## config.mk

```make
export PLATFORM = sky130hd
export DESIGN_NAME = vts_seq
export DESIGN_NICKNAME = d
export VERILOG_FILES = /design/src/rtl/vts_pkg.sv /design/src/rtl/vts_line_timer.sv /design/src/rtl/vts_frame_seq.sv /design/src/rtl/vts_seq.sv
export SDC_FILE = /design/constraint.sdc
export NUM_CORES = 1
export LEC_CHECK = 0
export BUFFER_PORTS_ARGS = -buffer_cell sky130_fd_sc_hd__clkbuf_2
export CAP_MARGIN = 0
export CORE_ASPECT_RATIO = 0.9
export CORE_MARGIN = 3
export CORE_UTILIZATION = 59
export DETAILED_ROUTE_END_ITERATION = 16
export PLACE_DENSITY = 0.86
export REMOVE_ABC_BUFFERS = 1
export SYNTH_ARGS = -nofsm -noshare
export SYNTH_HDL_FRONTEND = slang
export SYNTH_HIERARCHICAL = 1
export SYNTH_SLANG_ARGS = --single-unit
```

## constraint.sdc

```tcl
create_clock -name clk -period 3.93 [get_ports clk]
set_input_delay 0.5895 -clock clk [delete_from_list [all_inputs] [get_ports clk]]
set_output_delay 0.5895 -clock clk [all_outputs]
set_load 0.01 [all_outputs]
```

## src/rtl/vts_pkg.sv

```systemverilog
package vts_pkg;

    typedef enum logic {
        STD_60 = 1'b0,
        STD_50 = 1'b1
    } vstd_e;

    typedef struct packed {
        logic vblank;
        logic irq;
        logic field;
    } vstat_t;

    function automatic int unsigned line_period(input longint unsigned clk_hz,
                                                input int unsigned rate,
                                                input int unsigned lines);
        longint unsigned q;
        q = clk_hz / (longint'(rate) * longint'(lines));
        return int'(q);
    endfunction

    function automatic int unsigned max2(input int unsigned a, input int unsigned b);
        return (a > b) ? a : b;
    endfunction

endpackage

```

## src/rtl/vts_line_timer.sv

```systemverilog
module vts_line_timer
    import vts_pkg::*;
#(
    parameter int unsigned PER_A = 2146,
    parameter int unsigned PER_B = 2157,
    parameter int unsigned CNT_W = 12
) (
    input  logic  clk,
    input  logic  rst,
    input  vstd_e std_q,
    output logic  line_end,
    output logic  hsync_o
);
    localparam logic [CNT_W-1:0] LAST_A = CNT_W'(PER_A - 1);
    localparam logic [CNT_W-1:0] LAST_B = CNT_W'(PER_B - 1);

    logic [CNT_W-1:0] cnt_q;
    logic [CNT_W-1:0] last;

    always_comb begin
        last     = (std_q == STD_50) ? LAST_B : LAST_A;
        line_end = (cnt_q == last);
    end

    always_ff @(posedge clk) begin
        if (rst) begin
            cnt_q   <= '0;
            hsync_o <= 1'b0;
        end else begin
            hsync_o <= line_end;
            if (line_end) cnt_q <= '0;
            else          cnt_q <= cnt_q + 1'b1;
        end
    end

    // strobe is a single cycle wide
    a_r2_hsync_single: assert property (@(posedge clk) disable iff (rst)
        hsync_o |=> !hsync_o);

    // strobe marks the first cycle of a line
    a_r2_hsync_at_zero: assert property (@(posedge clk) disable iff (rst)
        hsync_o |-> (cnt_q == '0));

endmodule

```

## src/rtl/vts_frame_seq.sv

```systemverilog
module vts_frame_seq
    import vts_pkg::*;
#(
    parameter int unsigned LINES_A  = 263,
    parameter int unsigned LINES_B  = 314,
    parameter int unsigned VBL_LINE = 240,
    parameter int unsigned LINE_W   = 9,
    parameter int unsigned FRAME_W  = 16
) (
    input  logic              clk,
    input  logic              rst,
    input  logic              line_end,
    input  logic              hsync_i,
    input  logic              std_sel_i,
    input  logic              interlace_i,
    output vstd_e             std_q,
    output logic [LINE_W-1:0] line_o,
    output vstat_t            stat_o
);
    localparam logic [LINE_W-1:0] LAST_A  = LINE_W'(LINES_A - 1);
    localparam logic [LINE_W-1:0] LAST_B  = LINE_W'(LINES_B - 1);
    localparam logic [LINE_W-1:0] PRE_VBL = LINE_W'(VBL_LINE - 1);

    logic [LINE_W-1:0]  line_q;
    logic [FRAME_W-1:0] frame_q;
    logic [FRAME_W-1:0] frame_nxt;
    vstat_t             stat_q;
    logic               last_line;

    always_comb begin
        last_line = (std_q == STD_50) ? (line_q == LAST_B) : (line_q == LAST_A);
        frame_nxt = frame_q + 1'b1;
    end

    always_ff @(posedge clk) begin
        if (rst) begin
            line_q  <= '0;
            frame_q <= '0;
            stat_q  <= '0;
            std_q   <= vstd_e'(std_sel_i);
        end else begin
            stat_q.irq <= 1'b0;
            if (line_end) begin
                if (last_line) begin
                    line_q       <= '0;
                    frame_q      <= frame_nxt;
                    stat_q.vblank <= 1'b0;
                    stat_q.field <= interlace_i & frame_nxt[0];
                    std_q        <= vstd_e'(std_sel_i);
                end else begin
                    line_q <= line_q + 1'b1;
                    if (line_q == PRE_VBL) begin
                        stat_q.vblank <= 1'b1;
                        stat_q.irq    <= 1'b1;
                    end
                end
            end
        end
    end

    assign line_o = line_q;
    assign stat_o = stat_q;

    // line number moves only with the strobe
    a_r3_line_hold: assert property (@(posedge clk) disable iff (rst)
        !hsync_i |-> $stable(line_q));

    // line number steps by one except at the wrap
    a_r3_line_step: assert property (@(posedge clk) disable iff (rst)
        (hsync_i && line_q != '0) |-> (line_q == $past(line_q) + 1'b1));

    // blank rises at the blank line together with the interrupt
    a_r5_vblank_rise: assert property (@(posedge clk) disable iff (rst)
        $rose(stat_q.vblank) |-> (line_q == LINE_W'(VBL_LINE) && stat_q.irq));

    // blank falls only at the wrap
    a_r5_vblank_fall: assert property (@(posedge clk) disable iff (rst)
        $fell(stat_q.vblank) |-> (line_q == '0));

    // interrupt is a single cycle
    a_r6_irq_single: assert property (@(posedge clk) disable iff (rst)
        stat_q.irq |=> !stat_q.irq);

    // field changes only at the wrap
    a_r7_field_hold: assert property (@(posedge clk) disable iff (rst)
        !(hsync_i && line_q == '0) |-> $stable(stat_q.field));

endmodule

```

## src/rtl/vts_seq.sv

```systemverilog
module vts_seq
    import vts_pkg::*;
#(
    parameter int unsigned CLK_HZ   = 33868800,
    parameter int unsigned RATE_A   = 60,
    parameter int unsigned LINES_A  = 263,
    parameter int unsigned RATE_B   = 50,
    parameter int unsigned LINES_B  = 314,
    parameter int unsigned VBL_LINE = 240,
    parameter int unsigned FRAME_W  = 16,
    parameter int unsigned LINE_W   = $clog2(max2(LINES_A, LINES_B))
) (
    input  logic              clk,
    input  logic              rst,
    input  logic              std_sel_i,
    input  logic              interlace_i,
    output logic              hsync_o,
    output logic              vblank_o,
    output logic              vblank_irq_o,
    output logic [LINE_W-1:0] line_o,
    output logic              field_o
);
    localparam int unsigned PER_A = line_period(longint'(CLK_HZ), RATE_A, LINES_A);
    localparam int unsigned PER_B = line_period(longint'(CLK_HZ), RATE_B, LINES_B);
    localparam int unsigned CNT_W = $clog2(max2(max2(PER_A, PER_B), 2));

    vstd_e  std_q;
    logic   line_end;
    logic   hsync_w;
    vstat_t stat;

    vts_line_timer #(
        .PER_A (PER_A),
        .PER_B (PER_B),
        .CNT_W (CNT_W)
    ) u_timer (
        .clk      (clk),
        .rst      (rst),
        .std_q    (std_q),
        .line_end (line_end),
        .hsync_o  (hsync_w)
    );

    vts_frame_seq #(
        .LINES_A  (LINES_A),
        .LINES_B  (LINES_B),
        .VBL_LINE (VBL_LINE),
        .LINE_W   (LINE_W),
        .FRAME_W  (FRAME_W)
    ) u_frame (
        .clk         (clk),
        .rst         (rst),
        .line_end    (line_end),
        .hsync_i     (hsync_w),
        .std_sel_i   (std_sel_i),
        .interlace_i (interlace_i),
        .std_q       (std_q),
        .line_o      (line_o),
        .stat_o      (stat)
    );

    assign hsync_o      = hsync_w;
    assign vblank_o     = stat.vblank;
    assign vblank_irq_o = stat.irq;
    assign field_o      = stat.field;

    // outputs quiet in the first cycle after reset
    a_r1_quiet_after_reset: assert property (@(posedge clk)
        $fell(rst) |-> (!hsync_o && !vblank_o && !vblank_irq_o && !field_o && line_o == '0));

endmodule

```

==> impl_metrics.ini <==
[cts]
cts_tree = done
cts_hold_buffers = 0
clock-sinks = 27
cts_inserted_buffers = 3
clk_latency_ns = 0.32
cts_max_level = 1
cts_setup_buffers = 0
cts_root_buf = clkbuf_4
clockBufferDepth = 2
clkTransAtPathRegs_ns = 0.14
cts_resized = 0

[floorplan]
coreArea_sq_um = 1804
die_w_um = 53.81
die_h_um = 49.03
start_util_pct = 67.27
dieArea_sq_um = 2638
rows = 14
io_pins = 17

[yosys]
synthCells = 133
ys_warn_count = 6
synth_area_sq_um = 1214
synth_cell_types = 29
synth-edff-count = 1
ys_async_sr_fraction_pct = 0
ys.flop_type = dfxtp_1
yosysSeqAreaShare_pct = 45.36
ys_ff_latch = 27
synth_area_per_cell_sq_um = 9.125

[setup_path]
worstSetupEndpointType = register
criticalPathCategory = register to register
rr_startpoint = u_frame/std_q
cp.required_ns = 3.90
reg2reg_slack_ns = 1.39
cp-startpoint = u_frame/std_q
critPathLaunchType = register
r2r-end = u_frame/std_q
r2r_cells = 6
cp_max_fo = 11
timing.critical_path.arrival_ns = 2.52

[place]
placedCellCount = 169
portBuffers = 16
dp_hpwl_um = 1808
place_congestion = 0.8721

[global_routing]
antenna_found_initial = 0
grt-ovfl-total = 0
track_usage_pct = 20.88
grt_pass1_vias = 879
grt_max_degree = 15
grt_pass1_wl_um = 4043

[detailed_routing]
drtIter0Drc = 43
maxUsedRoutingLayer = met4
post-route-drc-count = 0
met2_length_um = 1115
routed_via_density = 5.711
ant_nets = 0
met3_length_um = 188
vias = 988
drt_first_pass_iters = 4
met1_length_um = 1166
drt-total-wl_um = 2515
routedWlPerCell_um = 14.54

[cells_and_area]
drive_gt1_share_pct = 16.78
antenna_cells = 0
final_nets = 156
final_core_util_pct = 73.02
fin_cells = 173
area_delta_synth_final_pct = 8.556
fillers = 132

[timing]
max_freq_ghz = 0.3930
finalHoldViolCount = 0
finalSetupTns_ns = 0
finalSetupViolations = 0
rsz0062_at_grt = no
slew_viol_final = 0
fin_crit_sh_pct = 64.75
fin_crit_ns = 2.545
fin_worst_skew_ns = 0.006266
tightestPinTransition_ns = 0.8039
max_slew_margin_pct = 46.29

[power_and_ir_drop]
p_leak_nw = 0.4745
powerDensity_nw_per_um2 = 314.3
p_sw_uw = 90.17
power.share.clock_pct = 28.0
power.total_uw = 414.1
pwr-share-seq_pct = 68.5
swShare_pct = 21.78
p_comb_share_pct = 3.4
p_int_uw = 323.9
ir_drop_mv = 0.2652

[worst_hold_path]
hp-class = primary input to register
worstHoldEndpoint = u_frame/std_q
holdPathStages = 1
hold_path.startpoint = std_sel_i

[run]
maxCapViolations = 0

[run_status]
status = finished, final reports clean
[worst max-delay path, stage by stage, from the launching register on]
cell and delay, ns:
edfxtp_1 0.43, inv_1 0.07, o22ai_1 0.19, nand3_1 0.12, nor2_1 0.43, o2111ai_2 0.26, o21bai_1 0.69
[cell usage in the layout, fill, tap and decap left out, drive strengths merged, types with 2 or more instances in the layout]
cell / Yosys / final
a21oi: 2 / 2
and4bb: 2 / 2
clkbuf: 0 / 20
dfxtp: 26 / 26
ha: 2 / 2
inv: 5 / 5
mux2i: 2 / 2
nand2: 8 / 8
nand3: 7 / 7
nand4: 4 / 4
nor2: 29 / 29
nor3: 7 / 7
nor4: 2 / 2
o21ai: 2 / 2
o21bai: 2 / 2
or4b: 2 / 2
xnor2: 13 / 13
xor2: 5 / 5
[kinds of logic (layout without fill, tap and decap cells)]
| kind of cell | count (synthesis) | in the layout | share of synthesized area [%] |
|---|---|---|---|
| AOI/OAI and AO/OA | 10 | 10 | 6.288 |
| and+or+nand+nor | 65 | 65 | 27.42 |
| buffers and inverters | 9 | 25 | 4.227 |
| muxes | 2 | 2 | 1.650 |
| xor gates and xnor gates | 18 | 18 | 12.99 |
| DFF | 27 | 27 | 45.36 |
| adders and majority gates | 2 | 2 | 2.062 |
[cell usage after synthesis, types with 2 or more instances]
cell,number,area [sq um]
nor2_1,29,108.9
inv_1,5,18.77
buf_2,2,10.01
nor4_2,2,25.02
nand4_1,4,25.02
o21ai_0,2,10.01
xor2_1,5,43.79
nand2_1,8,30.03
dfxtp_1,26,520.5
nor3_1,7,35.03
and4bb_1,2,25.02
buf_6,2,22.52
o21bai_1,2,15.01
xnor2_1,13,113.9
nand3_1,7,35.03
ha_1,2,25.02
a21oi_1,2,10.01
mux2i_1,2,20.02
[routing by layer]
metal,global-route usage [%],vias up
met5,0,-
met4,6.383,0
met3,7.034,6
met2,30.44,52
met1,28.60,445
li1,-,485
[power groups by stage]
stage	clock [mW]	combinational [mW]	sequential, mW
6_report	0.116	0.0143	0.284
4_1_cts	0.118	0.0139	0.284
3_5_place_dp	0	0.0134	0.290
2_1_floorplan	0	0.00934	0.288
3_3_place_gp	0	0.0128	0.289
5_1_grt	0.132	0.0158	0.284
[flip-flops by register name (all words and copies together) (netlist names)]
| register | cells |
|---|---|
| u_timer/cnt_q | 12 |
| u_frame/line_o | 9 |
| u_frame/stat_o | 3 |
| u_frame/frame_q | 1 |
| u_frame/std_q | 1 |
| u_timer/hsync_o | 1 |
[worst max-delay path by stage]
stage	slack (ns)	endpoint	cells past startpoint
after floorplan	1.80	u_frame/std_q	5
final	1.39	u_frame/std_q	6
after global routing	1.21	u_frame/std_q	5
after detailed placement	1.47	u_frame/std_q	5
after global placement	1.59	u_frame/std_q	5
after CTS	1.45	u_frame/std_q	5
[layout make-up]
cell class | instances | area [sq um] | share of cell area, %
Timing Repair Buffer | 16 | 80.08 | 6.078
Tap cell | 24 | 30.03 | 2.279
Clock buffer | 4 | 26.28 | 1.994
Sequential cell | 27 | 550.5 | 41.79
Multi-Input combinational cell | 97 | 611.8 | 46.44
Inverter | 5 | 18.77 | 1.425
[per-stage QoR]
stage / hold slack [ns] / instance area [sq um] / setup slack (ns)
floorplan: 0.4470 / 1181 / 1.801
global placement: 0.4631 / 1291 / 1.588
detailed placement: 0.4578 / 1291 / 1.470
global route: 0.4362 / 1318 / 1.208
finish: 0.4536 / 1318 / 1.385
CTS: 0.4510 / 1318 / 1.450
(Power assumes the default switching activity.)
